<file path="src/rtl/tim_pkg.sv">
`timescale 1ns/1ps
// Shared constants and helpers for the trace interpolator.
// The rotation constants are held in 18-bit signed form so that exactly
// +1.0 (32768 at 15 fractional bits) is representable.
package tim_pkg;
    localparam int ROT_FRAC = 15;
    localparam int ROT_W    = ROT_FRAC + 3;

    typedef logic [2:0] phase_t;

    localparam logic signed [ROT_W-1:0] ROT_ONE  = 18'sd32768;
    localparam logic signed [ROT_W-1:0] ROT_DIAG = 18'sd23170;

    // cosine of p*45 degrees, scaled by 2^ROT_FRAC
    function automatic logic signed [ROT_W-1:0] rot_cos(input phase_t p);
        case (p)
            3'd0:    return ROT_ONE;
            3'd1:    return ROT_DIAG;
            3'd2:    return '0;
            3'd3:    return -ROT_DIAG;
            3'd4:    return -ROT_ONE;
            3'd5:    return -ROT_DIAG;
            3'd6:    return '0;
            default: return ROT_DIAG;
        endcase
    endfunction

    // sine of p*45 degrees, scaled by 2^ROT_FRAC
    function automatic logic signed [ROT_W-1:0] rot_sin(input phase_t p);
        case (p)
            3'd0:    return '0;
            3'd1:    return ROT_DIAG;
            3'd2:    return ROT_ONE;
            3'd3:    return ROT_DIAG;
            3'd4:    return '0;
            3'd5:    return -ROT_DIAG;
            3'd6:    return -ROT_ONE;
            default: return -ROT_DIAG;
        endcase
    endfunction
endpackage

</file>
<file path="src/rtl/tim_tap_slot.sv">
`timescale 1ns/1ps
// Polyphase filter slot: scales one compressed complex sample by the tap
// that belongs to the current output slot.
// Assumes NTAP <= UPS, so every output of the zero-stuffed convolution
// depends on a single compressed sample; slots at or above NTAP are zero.
// Rounding is half up, result saturated to DW bits. Purely combinational.
module tim_tap_slot #(
    parameter int DW   = 16,
    parameter int CW   = 16,
    parameter int UPS  = 8,
    parameter int NTAP = 7,
    parameter int SW   = $clog2(UPS),
    parameter logic [NTAP*CW-1:0] COEFS = '0
) (
    input  logic signed [DW-1:0] x_i,
    input  logic signed [DW-1:0] x_q,
    input  logic [SW-1:0]        slot,
    output logic signed [DW-1:0] f_i,
    output logic signed [DW-1:0] f_q
);
    localparam int FR  = CW - 1;
    localparam int PRW = DW + CW + 1;
    localparam logic signed [PRW-1:0] HALF   = PRW'(64'sd1 <<< (FR - 1));
    localparam logic signed [PRW-1:0] SAT_HI = PRW'((64'sd1 <<< (DW - 1)) - 64'sd1);
    localparam logic signed [PRW-1:0] SAT_LO = -SAT_HI - PRW'(1);

    logic signed [CW-1:0] tap_tbl [UPS];

    // one table entry per slot: a live tap or a structural zero
    for (genvar g = 0; g < UPS; g++) begin : g_tap
        if (g < NTAP) begin : g_live
            assign tap_tbl[g] = $signed(COEFS[g*CW +: CW]);
        end else begin : g_gap
            assign tap_tbl[g] = '0;
        end
    end

    // multiply, round half up, clamp
    function automatic logic signed [DW-1:0] scale(input logic signed [DW-1:0] x,
                                                   input logic signed [CW-1:0] h);
        logic signed [PRW-1:0] acc;
        acc = PRW'(x) * PRW'(h);
        acc = (acc + HALF) >>> FR;
        if (acc > SAT_HI)      return DW'(SAT_HI);
        else if (acc < SAT_LO) return DW'(SAT_LO);
        else                   return DW'(acc);
    endfunction

    logic signed [CW-1:0] cur_tap;

    // select the tap of the current slot and apply it to both parts
    always_comb begin
        cur_tap = tap_tbl[slot];
        f_i     = scale(x_i, cur_tap);
        f_q     = scale(x_q, cur_tap);
    end
endmodule

</file>
<file path="src/rtl/tim_rotor.sv">
`timescale 1ns/1ps
// Complex rotation by p*45 degrees using fixed constants from tim_pkg.
// Full complex multiply, round half up, saturate to DW bits.
// Purely combinational; assumes the caller holds inputs stable.
module tim_rotor
    import tim_pkg::*;
#(
    parameter int DW = 16
) (
    input  logic signed [DW-1:0] f_i,
    input  logic signed [DW-1:0] f_q,
    input  phase_t               ph,
    output logic signed [DW-1:0] y_i,
    output logic signed [DW-1:0] y_q
);
    localparam int AW = DW + ROT_W + 2;
    localparam logic signed [AW-1:0] HALF   = AW'(64'sd1 <<< (ROT_FRAC - 1));
    localparam logic signed [AW-1:0] SAT_HI = AW'((64'sd1 <<< (DW - 1)) - 64'sd1);
    localparam logic signed [AW-1:0] SAT_LO = -SAT_HI - AW'(1);

    // round half up and clamp a wide sum back to DW bits
    function automatic logic signed [DW-1:0] fit(input logic signed [AW-1:0] v);
        logic signed [AW-1:0] t;
        t = (v + HALF) >>> ROT_FRAC;
        if (t > SAT_HI)      return DW'(SAT_HI);
        else if (t < SAT_LO) return DW'(SAT_LO);
        else                 return DW'(t);
    endfunction

    logic signed [ROT_W-1:0] c_k, s_k;
    logic signed [AW-1:0]    acc_i, acc_q;

    // complex product (f_i + j f_q)(c + j s)
    always_comb begin
        c_k   = rot_cos(ph);
        s_k   = rot_sin(ph);
        acc_i = AW'(f_i) * AW'(c_k) - AW'(f_q) * AW'(s_k);
        acc_q = AW'(f_i) * AW'(s_k) + AW'(f_q) * AW'(c_k);
        y_i   = fit(acc_i);
        y_q   = fit(acc_q);
    end
endmodule

</file>
<file path="src/rtl/trace_interp_mod.sv">
`timescale 1ns/1ps
// Complex interpolating trace modulator (top).
// Stage A holds one compressed sample and steps through its UPS output
// slots; stage B registers the filtered value with its phase index, and
// the rotator drives the output from stage B.
// Assumes NTAP <= UPS and TRACE_IN >= 1. Traces are counted from reset.
module trace_interp_mod
    import tim_pkg::*;
#(
    parameter int DW       = 16,
    parameter int CW       = 16,
    parameter int UPS      = 8,
    parameter int NTAP     = 7,
    parameter int TRACE_IN = 385,
    parameter logic [NTAP*CW-1:0] COEFS = {16'sd2048, 16'sd8192, 16'sd20480, 16'sd32767,
                                           16'sd20480, 16'sd8192, 16'sd2048}
) (
    input  logic                 clk,
    input  logic                 rst_n,
    input  logic                 s_valid,
    output logic                 s_ready,
    input  logic signed [DW-1:0] s_i,
    input  logic signed [DW-1:0] s_q,
    output logic                 m_valid,
    input  logic                 m_ready,
    output logic signed [DW-1:0] m_i,
    output logic signed [DW-1:0] m_q,
    output logic                 m_sot
);
    localparam int SW   = $clog2(UPS);
    localparam int CNTW = $clog2(TRACE_IN + 1);

    logic                 a_busy, a_first;
    logic [SW-1:0]        a_r;
    logic signed [DW-1:0] a_i, a_q;
    logic [CNTW-1:0]      in_cnt;
    phase_t               ph_next;

    logic                 b_valid, b_sot;
    phase_t               b_ph;
    logic signed [DW-1:0] b_fi, b_fq;

    logic                 a_adv, a_last, trace_head, take;
    phase_t               cur_ph;
    logic signed [DW-1:0] f_i, f_q;

    // handshake and slot bookkeeping
    always_comb begin
        a_adv      = a_busy && (!b_valid || m_ready);
        a_last     = (a_r == SW'(UPS - 1));
        trace_head = a_first && (a_r == '0);
        cur_ph     = trace_head ? 3'd1 : ph_next;
        s_ready    = !a_busy || (a_adv && a_last);
        take       = s_valid && s_ready;
    end

    // stage A: capture a compressed sample and walk its output slots
    always_ff @(posedge clk) begin
        if (!rst_n) begin
            a_busy  <= 1'b0;
            a_first <= 1'b0;
            a_r     <= '0;
            a_i     <= '0;
            a_q     <= '0;
            in_cnt  <= '0;
        end else if (take) begin
            a_busy  <= 1'b1;
            a_r     <= '0;
            a_i     <= s_i;
            a_q     <= s_q;
            a_first <= (in_cnt == '0);
            in_cnt  <= (in_cnt == CNTW'(TRACE_IN - 1)) ? '0 : in_cnt + 1'b1;
        end else if (a_adv && a_last) begin
            a_busy  <= 1'b0;
        end else if (a_adv) begin
            a_r     <= a_r + 1'b1;
        end
    end

    // modulation phase: one eighth turn per output, restarted per trace
    always_ff @(posedge clk) begin
        if (!rst_n)     ph_next <= 3'd1;
        else if (a_adv) ph_next <= cur_ph + 3'd1;
    end

    tim_tap_slot #(
        .DW(DW), .CW(CW), .UPS(UPS), .NTAP(NTAP), .SW(SW), .COEFS(COEFS)
    ) u_slot (
        .x_i(a_i), .x_q(a_q), .slot(a_r), .f_i(f_i), .f_q(f_q)
    );

    // stage B: register filtered value, phase and trace marker
    always_ff @(posedge clk) begin
        if (!rst_n) begin
            b_valid <= 1'b0;
            b_sot   <= 1'b0;
            b_ph    <= 3'd0;
            b_fi    <= '0;
            b_fq    <= '0;
        end else if (a_adv) begin
            b_valid <= 1'b1;
            b_sot   <= trace_head;
            b_ph    <= cur_ph;
            b_fi    <= f_i;
            b_fq    <= f_q;
        end else if (m_ready) begin
            b_valid <= 1'b0;
        end
    end

    tim_rotor #(.DW(DW)) u_rot (
        .f_i(b_fi), .f_q(b_fq), .ph(b_ph), .y_i(m_i), .y_q(m_q)
    );

    assign m_valid = b_valid;
    assign m_sot   = b_sot;


    stall_hold_chk: assert property (@(posedge clk) disable iff (!rst_n)
        (m_valid && !m_ready) |=> (m_valid && $stable(m_i) && $stable(m_q) && $stable(m_sot)));


    backpressure_chk: assert property (@(posedge clk) disable iff (!rst_n)
        (m_valid && !m_ready && a_busy) |-> !s_ready);


    sot_phase_chk: assert property (@(posedge clk) disable iff (!rst_n)
        (b_valid && b_sot) |-> (b_ph == 3'd1));


    phase_step_chk: assert property (@(posedge clk) disable iff (!rst_n)
        (a_adv && !trace_head) |=> (b_ph == $past(b_ph) + 3'd1));


    gap_slot_chk: assert property (@(posedge clk) disable iff (!rst_n)
        (a_adv && int'(a_r) >= NTAP) |=> (b_fi == '0 && b_fq == '0));


    trace_count_chk: assert property (@(posedge clk) disable iff (!rst_n)
        int'(in_cnt) < TRACE_IN);
endmodule

</file>
<file path="config.mk">
export PLATFORM = sky130hd
export DESIGN_NAME = trace_interp_mod
export DESIGN_NICKNAME = d
export VERILOG_FILES = /design/src/rtl/tim_pkg.sv /design/src/rtl/tim_tap_slot.sv /design/src/rtl/tim_rotor.sv /design/src/rtl/trace_interp_mod.sv
export SDC_FILE = /design/constraint.sdc
export NUM_CORES = 2
export LEC_CHECK = 0
export ABC_AREA = 1
export BUFFER_PORTS_ARGS = -buffer_cell sky130_fd_sc_hd__clkbuf_2
export CORE_ASPECT_RATIO = 0.8
export CORE_MARGIN = 2
export CORE_UTILIZATION = 40
export CTS_BUF_LIST = sky130_fd_sc_hd__clkbuf_4
export DETAILED_ROUTE_END_ITERATION = 8
export PLACE_DENSITY = 0.61
export SLEW_MARGIN = 20
export SYNTH_ARGS = -nofsm -noshare
export SYNTH_HDL_FRONTEND = slang
export SYNTH_SLANG_ARGS = --single-unit
</file>
<file path="constraint.sdc">
create_clock -name clk -period 14.32 [get_ports clk]
set_clock_uncertainty 0.15 [all_clocks]
set_input_delay 2.148 -clock clk [delete_from_list [all_inputs] [get_ports clk]]
set_output_delay 2.148 -clock clk [all_outputs]
set_load 0.01 [all_outputs]
</file>
==> After elaboration in Yosys (flattened, before gate mapping) <==
Memory sizes are Yosys's and may differ from the RTL's.
Cells that the tools add are included.
{ "word_totals": {"reg_bits": 86, "mem_bits_ro": 128, "inputBits": 36, "output_inout_bits": 35, "n_memories": 1} }
{ "op_classes": {"addsub": 9, "n_mul": 6, "magnitude_cmp": 9, "eq_ne": 8, "muxes": 18, "bitwise": 3, "reduce_logical": 19} }
{ "memory_table": {"columns": ["name", "depth", "word_bits", "rd", "rd_clocked_by_memory_dff", "write_ports", "line_no", "rtl"], "rows": [
  ["(name not given)", 8, 16, 1, 0, 0, "tim_tap_slot.sv:53", "cur_tap = tap_tbl[slot];"]
]} }
{ "op_table": {"columns": ["cell", "n"], "rows": [
  ["2-to-1 mux 16 bit", 10],
  ["case mux 18 bit (4 select lines)", 2],
  ["multiplier 16 x 18 -> 34 bit", 4],
  ["adder 36 x 16 -> 36 bit (second input constant)", 2],
  ["adder 32 x 16 -> 33 bit (second input constant)", 2],
  ["multiplier 16 x 16 -> 32 bit", 2],
  ["> comparator 21 x 16 -> 1 bit (second input constant)", 2],
  ["less-than comparator 21 x 16 -> 1 bit (second input constant)", 2],
  ["adder 36 bit", 1],
  ["> comparator 18 x 16 -> 1 bit (second input constant)", 2],
  ["less-than comparator 18 x 16 -> 1 bit (second input constant)", 2],
  ["subtractor 36 bit", 1],
  ["== test 3 bit (second input constant)", 4],
  ["OR reduction 2 bit", 5],
  ["adder 9 x 1 -> 9 bit (second input constant)", 1],
  ["== test 9 bit (second input constant)", 1],
  ["zero test 9 bit", 1],
  ["2-to-1 mux 9 bit", 1],
  ["adder 3 x 1 -> 3 bit (second input constant)", 2],
  ["== test 3 x 2 -> 1 bit (second input constant)", 2],
  ["zero test 3 bit", 2],
  [">= comparator 4 bit (second input constant)", 1],
  ["logical AND 1 bit", 4],
  ["2-to-1 mux 1 bit", 4],
  ["other kinds (8)", 12]
]} }

==> Depth between registers and ports, before layout <==
{ "depth": {"ltp_word": 9, "ltp_mapped": 49, "ltp_nobuf": 45} }

==> Modules after synthesis <==
Synthesis repeated with hierarchy kept, for this count alone.
{ "hier_totals": {"cells_unflattened": 6480, "hier_area_um2": 55560.8} }
{ "modules_own_cells": {"columns": ["mod", "instances", "cells_each", "area_per_inst_um2"], "rows": [
  ["tim_rotor", 1, 3906, 35909.4],
  ["tim_tap_slot", 1, 2127, 16308.1],
  ["trace_interp_mod", 1, 447, 3343.2]
]} }

==> Least setup slack after synthesis <==
No wires, ideal clock.
{ "synth_timing": {"path_kind": "register -> output", "start": "register b_ph[0]", "end": "output port m_q[5]", "arrival_time_ns": 8.385, "required_time_ns": 12.022, "slack_ns": 3.637, "path_stages_with_launch": 45, "n_path_buf": 4, "path_cell_list": "dfxtp_1 buf_6 inv_1 nor2_1 o21ai_1 clkbuf_1 clkbuf_1 nor2_1 inv_1 fa_1 inv_1 fa_1 inv_1 fa_1 inv_1 fa_1 fa_1 inv_1 [... 9 more ...] xor2_1 ha_1 ha_1 nand2_1 nor2_1 inv_1 nor4_1 nand2_2 nand2_1 nand2_1 nand2_1 nand2_1 nor2_2 nand3_2 nand2_4 buf_12 nand2_1 nand2_1"} }
{ "synth_via": {"elab_chain_len": 9, "word_cells_on_any_way": 21, "cone_classes": "2 x add/sub; 2 x mul; 2 x order compare; 6 x eq/ne; 4 x mux; 5 x reduce/logical"} }
{ "synth_rtl": {"columns": ["element", "line_no", "rtl"], "rows": [
  ["from (decl)", "trace_interp_mod.sv:40", "phase_t b_ph;"],
  ["from (signal assigned)", "trace_interp_mod.sv:103", "b_ph <= cur_ph;"],
  ["== test 3 bit (tied with other cells)", "tim_pkg.sv:16, tim_pkg.sv:30", null],
  ["OR reduction 2 bit (no source line)", null, null],
  ["case mux 18 bit (4 select lines) (on tied branches)", "tim_pkg.sv:30, tim_pkg.sv:16", null],
  ["multiplier 16 x 18 -> 34 bit", "tim_rotor.sv:38", "acc_q = AW'(f_i) * AW'(s_k) + AW'(f_q) * AW'(c_k);"],
  ["adder 36 bit (*)", "tim_rotor.sv:38", null],
  ["adder 36 x 16 -> 36 bit (*)", "tim_rotor.sv:24", "t = (v + HALF) >>> ROT_FRAC;"],
  ["less-than comparator 21 x 16 -> 1 bit", "tim_rotor.sv:26", "else if (t < SAT_LO) return DW'(SAT_LO);"],
  ["2-to-1 mux 16 bit", "tim_rotor.sv:26", null],
  ["2-to-1 mux 16 bit (*)", "tim_rotor.sv:25", "if (t > SAT_HI) return DW'(SAT_HI);"],
  ["to (decl)", "trace_interp_mod.sv:27", "output logic signed [DW-1:0] m_q,"]
]} }
Every way passes the cells marked *; elsewhere a longest branch is shown, timed or not.

==> Worst setup path in the final report <==
{ "layout_timing": {"start": "register b_ph[0]", "end": "output port m_q[2]"} }
The elaborated chain is that of the path after synthesis.

==> metrics <==
Initial DRC Count around 3,100; CTS clk-pin slew, worst paths roughly 180 ps; Core ar. approximately 0.14 mm^2; internal power about 2.7 mW; Post CTS Setup Buffer Count 0; post-synthesis sequential area ratio 0.0302; first-pass GRT wire length about 260 mm; fillers between 10,000 and 15,000; Gate power share 0.937; Fmax achieved around 73 MHz; Setup TNS Final 0 ps; Final Cycle Share 0.951; prevailing post-synth register cell dfxtp_1; Die Area ~0.15 mm^2; Crit Path Category register to output pin; # port buffers 70; Multi-input gate area 0.0472 mm^2; power per cell area 122 mW/mm^2; count of different cell masters after synthesis 57; Sequential cell area roughly 0.0017 mm^2; Starting Density 0.404; antenna-violating nets left 0; Seq pwr share 0.040; worst-path maximum fanout 39; grt ovf 0; Avg Inst Size Synth around 8.5 um^2; vias in the first global route ~45,000; Req. time, crit path approximately 12,000 ps; CP Data Arrival Time roughly 11,000 ps; routed length per placed instance between 15 and 20 um; Clk pwr share 0.023; #FFs+latches synth 86; die height approximately 340 um; relative max-transition margin 0.236; antenna violations before repair 4; die width 426 um; crit start category register; number of flops mapped to enable cells by yosys 0; Slew @ Worst Pin between 1000 and 1500 ps; Synth async-reset ratio 0; Switch Pwr ~4.6 mW; LEAKAGE between 30 and 40 nW; area grow syn2layout 4.70%; Final Core Density 0.423; CTS Buffer Depth 2; final hold slack between 300 and 400 ps; synthesized cell area about 0.057 mm^2; Buf+Inv Stages, Crit Path 9; CP most frequent cell nand2_1; Via density 4.89; Crit-path slowest cell fa_1; Net Sw Frac 0.628; share of cells above drive strength 1 0.0210; CP endpoint kind output pin; Final Wtd Congestion 1.03; DRT Wirelength 156 mm; post-cts sizing count 0; worst skew pair latency roughly 560 ps; cts bufs inserted 9; pin count of the biggest net entering global routing 60; drt drc 0; Total GRT Usage 0.225; Gate Count Post-Synth roughly 6,700; # rows between 100 and 150; cts hold-fix bufs 0; clock root buffer master clkbuf_4; Hold Vio Cnt, Final 0; RSZ-0062 raised after global routing false; Slew Limit Fails 0; Setup violations, final 0; Max VDD drop between 0.7 and 0.8 mV; Max Cap Violations 0; H-tree Lvls 3; CTS tree yes; YS warnings 0; DR vias approximately 42,000; total iterations of the first detailed-routing run 6; Sink Count 86; Max stage delay on crit path approximately 560 ps; post-layout net count 8,797; delay-heaviest family, CP adder cells; status completed; Hold Path Class register to register; dpl hpwl 144 mm; post-route minimum period roughly 14,000 ps; I/O pin cnt 71
[per-stage QoR]
step	instances	total power [mW]	setup slack, ps	cell area, um^2
CTS	8642	7.26	792	59700
global route	8643	8.15	41.0	59700
floorplan	6744	5.03	3640	57100
finish	8643	7.26	696	59700
detailed placement	8626	7.02	1500	59500
global placement	8626	7.07	1620	59500
[area by class of cell]
class	count	area share
multi-input combinational	4505	0.791
antenna	1	0.0000419
tap	1875	0.0393
inverter	2074	0.130
sequential	86	0.0288
clock inverter	7	0.00140
clock buffer	9	0.00113
timing repair buffer	86	0.00788
[path summary, 6_finish.rpt]
kind            from       to  slack, ps  cells after the start
max          b_ph[0]   m_q[2]        700                     42
min           a_busy  m_valid        330                      2
min reg2reg   a_busy  m_valid        330                      2
max reg2reg   a_r[0]  b_fi[7]       6170                     29
[Yosys cell counts, types with 4 or more instances]
master,n,share of area
dfxtp_1,86,0.030
o21bai_1,27,0.0036
fa_1,1332,0.47
a21oi_1,361,0.032
o21a_1,15,0.0020
clkbuf_1,59,0.0039
a21boi_0,10,0.0013
buf_1,8,0.00053
o21ai_0,223,0.020
xor2_1,125,0.019
nand4_1,18,0.0020
a31oi_1,7,0.00077
inv_1,2069,0.14
ha_1,667,0.15
nor3_1,40,0.0035
nand2_1,787,0.052
nand2_2,16,0.0018
a211oi_1,5,0.00066
a21o_1,32,0.0042
o21ai_1,14,0.0012
nand3b_1,10,0.0013
nor2_1,512,0.034
o22ai_1,5,0.00055
nand3_1,117,0.010
nor4_1,22,0.0024
buf_6,4,0.00079
a221oi_1,4,0.00061
a21boi_1,4,0.00053
o211ai_1,10,0.0013
or2_2,5,0.00055
xnor2_1,88,0.014
[logic make-up (layout without fill, tap and decap cells)]
kind of cell / count (synthesis) / in the layout / synth area share
AND/OR/NAND/NOR: 1540 / 1540 / 0.109
adder cells (fa/ha/maj): 1999 / 1999 / 0.614
XOR/XNOR: 213 / 213 / 0.0327
buffers and inverters: 2153 / 2176 / 0.143
flip-flops: 86 / 86 / 0.0302
other: 1 / 21 / 0.0000658
AO/OA/AOI/OAI: 733 / 733 / 0.0708
[tightest hold or removal path, stage by stage (launching register included)]
cell,delay (ps)
dfxtp_1,350
inv_1,60
a21oi_1,60
[cell usage in the layout (no fill, tap or decap), types with 4 or more instances in the layout]
cell and instances:
o21bai_1 27, nand4_1 18, a21boi_0 10, or2_2 5, conb_1 20, nand3_1 117, o21ai_1 12, a21boi_1 4
clkbuf_2 70, nand2_2 16, clkbuf_4 9, a21oi_1 360, nand2_1 787, buf_4 16, ha_1 667, xor2_1 125
fa_1 1332, a211oi_1 5, a21o_1 32, o21ai_0 223, inv_1 2069, dfxtp_1 86, nand3b_1 10, a221oi_1 4
a31oi_1 7, nor4_1 22, xnor2_1 88, o211ai_1 10, nor2_1 512, nor3_1 40, inv_6 4, o21a_1 15
o22ai_1 5
[sequential cells by signal, summed over array words and instances (netlist names)]
register and flops:
ph_next 3, m_sot 1, a_busy 1, a_i 16
m_valid 1, b_fq 16, b_ph 3, in_cnt 9
b_fi 16, a_r 3, a_q 16, a_first 1
[metal layers]
| layer | vias to the layer above | part of all wire | routed length, um | GRT usage |
|---|---|---|---|---|
| met5 | - | 0.00020 | 32 | 0 |
| met4 | 6 | 0.020 | 3200 | 0.0392 |
| met3 | 133 | 0.069 | 10800 | 0.0373 |
| met2 | 1200 | 0.40 | 62600 | 0.322 |
| met1 | 21100 | 0.51 | 79400 | 0.357 |
| li1 | 19900 | - | - | - |
[power groups by stage]
| stage | sequential [mW] | combinational [mW] | clock [mW] |
|---|---|---|---|
| after global routing | 0.289 | 7.68 | 0.181 |
| final | 0.288 | 6.80 | 0.167 |
| after CTS | 0.287 | 6.80 | 0.173 |
| after global placement | 0.293 | 6.78 | 0 |
| after detailed placement | 0.292 | 6.72 | 0 |
| after floorplan | 0.278 | 4.75 | 0 |
(Power assumes the default switching activity.)
